**src/rtl/tmr_pkg.sv**
```systemverilog
package tmr_pkg;

    localparam int CNT_W   = 16;
    localparam int SEL_W   = 3;
    localparam int NUM_SRC = 4;

    // source select codes
    localparam logic [SEL_W-1:0] SRC_4K   = 3'd0;
    localparam logic [SEL_W-1:0] SRC_64   = 3'd1;
    localparam logic [SEL_W-1:0] SRC_1HZ  = 3'd2;
    localparam logic [SEL_W-1:0] SRC_60TH = 3'd3;

    typedef struct packed {
        logic run;
        logic irq_en;
        logic pin_sel;
    } tmr_ctrl_t;

    typedef struct packed {
        logic irq1_n;
        logic irq2_n;
    } tmr_pins_t;

    function automatic tmr_pins_t route_irq(input logic active, input logic sel);
        tmr_pins_t p;
        p.irq1_n = ~(active & ~sel);
        p.irq2_n = ~(active & sel);
        return p;
    endfunction

endpackage

```
**src/rtl/tmr_tick_mux.sv**
```systemverilog
module tmr_tick_mux #(
    parameter int NUM_SRC = 4,
    parameter int SEL_W   = 3
) (
    input  logic [NUM_SRC-1:0] ticks,
    input  logic [SEL_W-1:0]   src_sel,
    output logic               tick
);
    logic [NUM_SRC-1:0] hit;

    for (genvar i = 0; i < NUM_SRC; i++) begin : g_src
        assign hit[i] = ticks[i] & (src_sel == SEL_W'(i));
    end

    assign tick = |hit;

    always_comb begin
        if (src_sel >= SEL_W'(NUM_SRC))
            a_r2_unused_code_silent : assert (tick == 1'b0);
    end
endmodule

```
**src/rtl/tmr_count_core.sv**
```systemverilog
module tmr_count_core #(
    parameter int CNT_W = 16
) (
    input  logic             clk,
    input  logic             rst,
    input  logic             tick,
    input  logic             run_en,
    input  logic             preset_we,
    input  logic [CNT_W-1:0] preset_wdata,
    output logic [CNT_W-1:0] preset_o,
    output logic [CNT_W-1:0] count_o,
    output logic             expire
);
    localparam logic [CNT_W-1:0] ONE = CNT_W'(1);

    logic [CNT_W-1:0] preset_q;
    logic [CNT_W-1:0] count_q;
    logic             en_q;
    logic             start;
    logic             step;

    assign start  = run_en & ~en_q;
    assign step   = run_en & en_q & tick & (count_q != '0);
    assign expire = step & (count_q == ONE);

    always_ff @(posedge clk) begin
        if (rst) begin
            preset_q <= '0;
            count_q  <= '0;
            en_q     <= 1'b0;
        end else begin
            en_q <= run_en;
            if (preset_we && !run_en)
                preset_q <= preset_wdata;
            if (start || expire)
                count_q <= preset_q;
            else if (step)
                count_q <= count_q - ONE;
        end
    end

    assign preset_o = preset_q;
    assign count_o  = count_q;

    a_r3_start_loads_preset : assert property (@(posedge clk) disable iff (rst)
        start |=> (count_q == $past(preset_q)));
    a_r4_reload_on_expiry : assert property (@(posedge clk) disable iff (rst)
        expire |=> (count_q == $past(preset_q)));
    a_r7_preset_locked : assert property (@(posedge clk) disable iff (rst)
        run_en |=> $stable(preset_q));
    a_r9_halt_holds : assert property (@(posedge clk) disable iff (rst)
        !run_en |=> $stable(count_q));
    a_r10_zero_sticks : assert property (@(posedge clk) disable iff (rst)
        (count_q == '0 && !start) |=> (count_q == '0));
endmodule

```
**src/rtl/tmr_irq_route.sv**
```systemverilog
module tmr_irq_route
    import tmr_pkg::*;
(
    input  logic      clk,
    input  logic      rst,
    input  logic      expire,
    input  logic      flag_clr_we,
    input  logic      flag_wdata,
    input  tmr_ctrl_t ctrl,
    output logic      flag,
    output tmr_pins_t pins
);
    logic flag_q;

    always_ff @(posedge clk) begin
        if (rst)
            flag_q <= 1'b0;
        else if (expire)
            flag_q <= 1'b1;
        else if (flag_clr_we && !flag_wdata)
            flag_q <= 1'b0;
    end

    assign flag = flag_q;
    assign pins = route_irq(flag_q & ctrl.irq_en, ctrl.pin_sel);

    a_r6_event_sets_flag : assert property (@(posedge clk) disable iff (rst)
        expire |=> flag_q);
    a_r6_one_write_keeps : assert property (@(posedge clk) disable iff (rst)
        (flag_clr_we && flag_wdata && !expire) |=> (flag_q == $past(flag_q)));
    a_r8_single_pin : assert property (@(posedge clk) disable iff (rst)
        $onehot0({~pins.irq1_n, ~pins.irq2_n}));
endmodule

```
**src/rtl/reload_timer.sv**
```systemverilog
module reload_timer
    import tmr_pkg::*;
#(
    parameter int CW = CNT_W,
    parameter int SW = SEL_W
) (
    input  logic          clk,
    input  logic          rst,
    input  logic          preset_we,
    input  logic [CW-1:0] preset_wdata,
    input  logic [SW-1:0] src_sel,
    input  logic          run_en,
    input  logic          irq_en,
    input  logic          pin_sel,
    input  logic          flag_clr_we,
    input  logic          flag_wdata,
    input  logic          tick_4k,
    input  logic          tick_64,
    input  logic          tick_1,
    input  logic          tick_60th,
    output logic [CW-1:0] rd_value,
    output logic          tmr_flag,
    output logic          irq1_n,
    output logic          irq2_n
);
    logic [NUM_SRC-1:0] ticks;
    logic               tick;
    logic               expire;
    logic [CW-1:0]      preset_q;
    logic [CW-1:0]      count_q;
    tmr_ctrl_t          ctrl;
    tmr_pins_t          pins;

    assign ticks = {tick_60th, tick_1, tick_64, tick_4k};
    assign ctrl  = '{run: run_en, irq_en: irq_en, pin_sel: pin_sel};

    tmr_tick_mux #(.NUM_SRC(NUM_SRC), .SEL_W(SW)) u_mux (
        .ticks(ticks), .src_sel(src_sel), .tick(tick)
    );

    tmr_count_core #(.CNT_W(CW)) u_core (
        .clk(clk), .rst(rst), .tick(tick), .run_en(ctrl.run),
        .preset_we(preset_we), .preset_wdata(preset_wdata),
        .preset_o(preset_q), .count_o(count_q), .expire(expire)
    );

    tmr_irq_route u_irq (
        .clk(clk), .rst(rst), .expire(expire), .flag_clr_we(flag_clr_we),
        .flag_wdata(flag_wdata), .ctrl(ctrl), .flag(tmr_flag), .pins(pins)
    );

    assign rd_value = ctrl.run ? count_q : preset_q;
    assign irq1_n   = pins.irq1_n;
    assign irq2_n   = pins.irq2_n;

    a_r1_reset_quiet : assert property (@(posedge clk)
        rst |=> (tmr_flag == 1'b0 && irq1_n && irq2_n));
endmodule

```
**config.mk**
```make
export PLATFORM = sky130hd
export DESIGN_NAME = reload_timer
export DESIGN_NICKNAME = d
export VERILOG_FILES = /design/src/rtl/tmr_pkg.sv /design/src/rtl/tmr_tick_mux.sv /design/src/rtl/tmr_count_core.sv /design/src/rtl/tmr_irq_route.sv /design/src/rtl/reload_timer.sv
export SDC_FILE = /design/constraint.sdc
export NUM_CORES = 1
export LEC_CHECK = 0
export CORE_MARGIN = 3
export CORE_UTILIZATION = 45
export DETAILED_ROUTE_END_ITERATION = 12
export GPL_TIMING_DRIVEN = 0
export MAX_ROUTING_LAYER = met4
export PLACE_DENSITY = 0.73
export SLEW_MARGIN = 40
export SYNTH_ARGS = -nofsm -noshare
export SYNTH_HDL_FRONTEND = slang
export SYNTH_SLANG_ARGS = --single-unit
```
**constraint.sdc**
```tcl
create_clock -name clk -period 2.33 [get_ports clk]
set_input_delay 0.466 -clock clk [delete_from_list [all_inputs] [get_ports clk]]
set_output_delay 0.466 -clock clk [all_outputs]
set_load 0.05 [all_outputs]
```
==> run_results.csv, run 1 <==
group,metric,value,unit
timing,setup_viol,0,
floorplanning,io_pins,50,
timing,finalCritPeriodShare,96.5,%
worst_setup_path,crit_slowest_cell,"clkdlybuf4s50_1",
pwr,clock_power_share,39.1,%
timing,slew_viol_final,0,
cts,cts_sinks,34,
worst_setup_path,crit_family,"buffers and inverters",
timing,period_minus_slack,2.25,ns
yosys,synth_edf_count,0,
routing,vias,2231,
yosys,synth.most_common_cell,"nand2_1",
yosys,synth_area,0.00217,mm^2
worst_setup_path,cp_num_cells,3,
timing,clock_skew,0.00565,ns
pwr,comb_power_share,24.7,%
pwr,seq_power_share,36.2,%
placement,routabilityCongestion,0.917,
routing,drt_iter0_markers,231,
yosys,avgSynthCellArea,8.27,um^2
run,drv_cap,0,
final_layout,drive_gt1_share,21.1,%
routing,drc,0,
global_route,gr-usage-all-layers,25.0,%
timing,fmaxAchievable,445,MHz
pwr,switching_share,29.5,%
routing,drt_wl_total,6390,um
cts,clock_latency,0.29,ns
pwr,ir_drop,0.375,mV
yosys,synth.distinct_cells,58,
timing,finalHoldViolCount,0,
final_layout,area_delta_synth_final,35.2,%
worst_setup_path,cp.arrival,1.78,ns
cts,cts_buffers,5,
global_route,gr-total-overflow,0,
worst_setup_path,criticalPathCategory,"in -> out",
routing,vias_per_cell,5.95,
global_route,grt_pass1_vias,2063,
cts,root_buffer,"clkbuf_8",
yosys,syn_nets,296,
yosys,synth-async-reset-ratio,0,%
cts,cts_tree,"done",
global_route,antenna_found_initial,0,
yosys,synth-seq-cells,34,
yosys,yosys_warnings,0,
cts,cts_htree_levels,2,
final_layout,nets,356,
timing,relSlewSlack,65.8,%
cts,cts_buffer_depth,2,
floorplanning,dieArea,0.00568,mm^2
floorplanning,start_util,48.1,%
timing,tightest_slew,0.513,ns
pwr,p_leak,1.06,nW
pwr,power.density,605,mW/mm^2
routing,wl_per_cell,17.0,um
global_route,grt_pass1_wl,10400,um
yosys,netlist.area_leader.share,31.4,%
floorplanning,dieWidth,75.4,um
pwr,power_switching,0.523,mW
floorplanning,row_count,24,
worst_setup_path,crit_path_end_kind,"output pin",
yosys,synth_area_leaders,"dfxtp_1, nand2_1, mux2_2",
cts,holdBufCountCts,0,
global_route,grt_max_degree,12,
run_status,status,"completed",
worst_setup_path,r2r_cells,7,
yosys,yosysSeqAreaShare,31.4,%
yosys,synth_largest_area_cell,"dfxtp_1",
final_layout,final_area,0.00293,mm^2
worst_setup_path,crit_path_max_incr_delay,0.81,ns
yosys,synth_common_cells,"nand2_1, dfxtp_1, a21oi_1, o21ai_0, inv_1",
worst_setup_path,startpoint_type,"primary input",
worst_setup_path,critPathMaxFanout,2,
worst_setup_path,path_buf_inv,2,
yosys,syn_inst,262,
timing,setup_tns,0,ns
min_path,min_path_cells,2,
final_layout,diodes,0,
floorplanning,die_h,75.4,um
cts,path_clk_slew,0.08,ns
worst_setup_path,cp.required,1.86,ns
placement,hpwl,4610,um
pwr,p_int,1.25,mW
routing,first_pass_iters,4,
worst_setup_path,crit_path_frequent_cell,"clkdlybuf4s50_1",
yosys,synth-main-ff-cell,"dfxtp_1",
min_path,min_path_type,"in -> reg",
floorplanning,fp.coreArea,0.00450,mm^2
placement,dpl_cell_area,0.00271,mm^2
routing,ant_nets,0,
pwr,finalPower,1.77,mW
placement,portBuffers,48,
worst_setup_path,cp_cell_sequence,"clkdlybuf4s50_1 > nand3_1 > clkdlybuf4s50_1",
[state kept, by name, summed over array words and instances (netlist names)]
name,count
u_core.count_o,16
u_core.en_q,1
u_core.preset_o,16
u_irq.flag,1
[worst register-to-register path, delay by kind of cell (launching register included)]
kind | cells | cell delay, ns
AO/OA/AOI/OAI | 1 | 0.35
adder cells (fa/ha/maj) | 1 | 0.23
buffers and inverters | 1 | 0.13
flip-flops | 1 | 0.38
AND/OR/NAND/NOR | 4 | 1.01
[cell type report]
cell class | count | area (um^2)
flip-flops and latches | 34 | 682
inverters | 13 | 48.8
clock buffers | 6 | 82.6
well taps | 52 | 65.1
clock inverters | 2 | 60.1
multi-input cells | 196 | 1350
repair buffers | 53 | 503
fillers | 398 | 1580
plain buffers | 19 | 138
[power by group through the flow]
stage | sequential, mW | combinational [mW] | clock [mW]
4_1_cts | 0.640 | 0.424 | 0.695
3_3_place_gp | 0.652 | 0.424 | 0
3_5_place_dp | 0.653 | 0.426 | 0
2_1_floorplan | 0.644 | 0.292 | 0
6_report | 0.641 | 0.438 | 0.692
5_1_grt | 0.645 | 0.471 | 0.718
[worst paths after layout]
check	from	endpoint	slack, ns
max	pin_sel	irq2_n	0.08
min	rst	u_core.count_o[12]$_SDFFE_PP0P_	0.38
max reg2reg	u_core.count_o[1]$_SDFFE_PP0P_	u_core.count_o[12]$_SDFFE_PP0P_	0.14
min reg2reg	u_core.preset_o[15]$_SDFFE_PP0P_	u_core.preset_o[15]$_SDFFE_PP0P_	0.46
[placed cells by master (no fill, tap or decap), types with 3 or more instances in the layout]
cell type / synthesis / routed
nand2_1: 48 / 48
clkbuf_1: 9 / 7
a211oi_1: 4 / 4
buf_6: 5 / 5
nand3_1: 7 / 7
ha_1: 3 / 3
nor2_1: 8 / 7
dlygate4sd2_1: 0 / 4
buf_2: 1 / 4
nand4_1: 4 / 4
buf_4: 2 / 8
a31oi_1: 7 / 7
or3_1: 3 / 3
clkdlybuf4s50_1: 0 / 30
nor4_1: 7 / 7
o211ai_1: 4 / 4
o21ai_0: 17 / 17
mux2_2: 8 / 8
nor2b_1: 4 / 4
nor4_4: 2 / 3
a221oi_1: 3 / 3
clkbuf_8: 0 / 7
a21oi_1: 17 / 17
o22ai_1: 3 / 3
inv_1: 13 / 13
nor3_1: 4 / 4
clkdlybuf4s15_2: 0 / 8
dfxtp_1: 34 / 33
[repair_timing]
item	4_1_cts	5_1_grt
setup buffers	2	3
gates cloned	0	0
gates resized for setup	69	6
endpoints found under the setup margin	24	11
pin swaps	1	1
[layer usage]
layer / GRT usage (%) / part of all wire (%) / vias to the layer above
li1: - / - / 1091
met1: 34.5 / 47 / 1027
met2: 37.0 / 45 / 102
met3: 4.62 / 6.4 / 11
met4: 7.96 / 2.0 / 0
met5: - / 0 / -
[metrics by stage]
step	utilization (%)	std cells	setup slack (ns)	hold slack [ns]
3_5_place_dp	60.2	362	-0.843	0.448
6_report	65.0	375	0.0815	0.385
3_3_place_gp	60.2	362	-0.824	0.443
4_1_cts	63.8	372	0.00642	0.371
5_1_grt	65.0	375	-0.00963	0.380
2_1_floorplan	-	262	0.0103	0.436
[cells by family (layout without fill, tap and decap cells)]
kind of cell / after synthesis / in the layout / share of synthesized area, %
AOI/OAI and AO/OA: 76 / 76 / 25.0
adders and majority gates: 3 / 3 / 1.73
buffers and inverters: 32 / 93 / 7.97
and+or+nand+nor: 107 / 107 / 28.2
muxes: 10 / 10 / 5.66
DFF: 34 / 34 / 31.4
No activity file was read; power rests on OpenSTA's default activity.
==> run 2, diff against run 1 <==
CORE_ASPECT_RATIO = 1.1   (was not set)
==> run 2 against run 1 <==
  * Routed wire length is 1.1% lower
  * Die area hardly changed
  * Core utilization is 0.97 points lower
  * Count of clock-buffer cells in the layout is 1 higher
  * First-iteration DRC count is 12% higher
  * Sequential share of layout area is 0.52 points higher
  * Maximum frequency hardly changed
  * Sequential power hardly changed
  * Largest cell class unchanged
  * Highest routed layer unchanged
==> run_results.csv, run 2 (synthesized netlist as in run 1, its figures left out) <==
group,metric,value,unit
placement,hpwl,4640,um
timing,clock_skew,0.0133,ns
final_layout,finalNonFillerCells,376,
cts,root_buffer,"clkbuf_8",
global_route,gr-usage-all-layers,24.2,%
timing,slew_viol_final,0,
worst_setup_path,criticalPathCategory,"in -> out",
routing,vias_per_cell,5.88,
worst_setup_path,crit_slowest_cell,"clkdlybuf4s50_1",
worst_setup_path,crit_path_max_incr_delay,0.80,ns
final_layout,fill_cells,406,
routing,drt_wl_total,6310,um
cts,cts_buffer_depth,2,
pwr,power.density,537,mW/mm^2
worst_setup_path,crit_path_frequent_cell,"clkdlybuf4s50_1",
worst_setup_path,cp.required,1.86,ns
worst_setup_path,worstReg2RegStart,"u_core.count_o[2]$_SDFFE_PP0P_",
routing,vias,2211,
floorplanning,row_count,25,
placement,place_inst,364,
timing,finalCritPeriodShare,96.5,%
run_status,status,"completed",
timing,worst_slack,0.0823,ns
worst_setup_path,startpoint_type,"primary input",
cts,clock_latency,0.29,ns
timing,period_minus_slack,2.25,ns
floorplanning,dieWidth,72.1,um
global_route,grt_max_degree,11,
placement,dpl_cell_area,0.00271,mm^2
global_route,gr-total-overflow,0,
timing,setup_viol,0,
global_route,grt_pass1_vias,2146,
global_route,antenna_found_initial,0,
min_path,min_path_type,"in -> reg",
worst_setup_path,r2r_slack,0.14,ns
worst_setup_path,cp_cell_sequence,"clkdlybuf4s50_1 > nand3_1 > clkdlybuf4s50_1",
timing,finalHoldViolCount,0,
floorplanning,die_h,78.8,um
worst_setup_path,r2r_cells,6,
cts,cts_sinks,34,
cts,cts_htree_levels,2,
worst_setup_path,cp.arrival,1.78,ns
routing,drc,0,
pwr,ir_drop,0.357,mV
cts,cts_tree,"done",
floorplanning,io_pins,50,
final_layout,drive_gt1_share,19.9,%
timing,rsz0062_at_grt,"no",
routing,wl_per_cell,16.8,um
final_layout,final_core_util,64.0,%
worst_setup_path,critPathMaxFanout,2,
final_layout,area_delta_synth_final,32.2,%
min_path,holdPathEnd,"u_core.count_o[14]$_SDFFE_PP0P_",
floorplanning,fp.coreArea,0.00447,mm^2
timing,fmaxAchievable,445,MHz
final_layout,multiInputGateArea,0.00135,mm^2
final_layout,final_area,0.00286,mm^2
routing,ant_nets,0,
final_layout,mostFrequentLayoutCells,"nand2_1, dfxtp_1, clkdlybuf4s50_1, o21ai_0, a21oi_1",
worst_setup_path,timing.rr.end,"u_core.count_o[11]$_SDFFE_PP0P_",
pwr,p_leak,1.05,nW
floorplanning,start_util,48.4,%
routing,first_pass_iters,4,
cts,path_clk_slew,0.07,ns
timing,tightest_slew,0.551,ns
min_path,min_path_cells,2,
final_layout,final_common_cell,"nand2_1",
final_layout,diodes,0,
cts,cts_buffers,5,
placement,preCtsSetupSlack,-0.845,ns
global_route,grt_pass1_wl,10500,um
floorplanning,dieArea,0.00568,mm^2
worst_setup_path,crit_path_end_kind,"output pin",
placement,portBuffers,48,
run,drv_cap,0,
final_layout,seq_area,682,um^2
min_path,hold_start,"rst",
routing,drt_iter0_markers,258,
final_layout,nets,355,
timing,relSlewSlack,62.9,%
placement,routabilityCongestion,0.904,
-- run 2: metrics by stage --
step	TNS [ns]	hold slack (ns)	total power [mW]
6_report	0	0.382	1.54
5_1_grt	0	0.374	1.61
4_1_cts	0	0.375	1.53
3_5_place_dp	-14.54	0.452	1.08
3_3_place_gp	-14.11	0.444	1.08
2_1_floorplan	0	0.436	0.936
-- run 2: worst max-delay path by stage --
stage | from | end | cells after the start
6_report | irq_en | irq2_n | 3
5_1_grt | u_core.count_o[2]$_SDFFE_PP0P_ | u_core.count_o[11]$_SDFFE_PP0P_ | 6
4_1_cts | pin_sel | irq1_n | 3
3_5_place_dp | run_en | rd_value[10] | 5
3_3_place_gp | run_en | rd_value[7] | 5
2_1_floorplan | run_en | rd_value[11] | 3
-- run 2: repair_timing --
action / 4_1_cts / 5_1_grt
pin swaps: 1 / 2
endpoints found under the setup margin: 23 / 12
buffers inserted: 2 / 2
resized for setup: 66 / 10
hold buffers: 0 / 0
-- run 2: critical path: cells and delay by family --
kind	cells	cell delay, ns
buf+inv	2	1.22
simple gates	1	0.09
-- run 2: report_power, final --
| part | internal, mW | leakage, nW | switching (mW) |
|---|---|---|---|
| logic | 0.180 | 0.722 | 0.253 |
| clock network | 0.239 | 0.0482 | 0.224 |
| registers | 0.609 | 0.278 | 0.0323 |
| total | 1.03 | 1.05 | 0.510 |
-- run 2: per-layer routing --
| metal | share of wire [%] | track usage [%] | up-vias |
|---|---|---|---|
| li1 | - | - | 1089 |
| met1 | 46 | 32.5 | 1014 |
| met2 | 46 | 36.2 | 99 |
| met3 | 6.6 | 4.18 | 9 |
| met4 | 1.3 | 9.02 | 0 |
| met5 | 0 | - | - |
-- run 2: area by class of cell --
class | count | area share, %
Multi-Input combinational cell | 196 | 47.1
Timing Repair Buffer | 52 | 17.0
Clock buffer | 7 | 3.01
Buffer | 19 | 4.81
Clock inverter | 1 | 0.175
Tap cell | 54 | 2.36
Inverter | 13 | 1.70
Sequential cell | 34 | 23.8
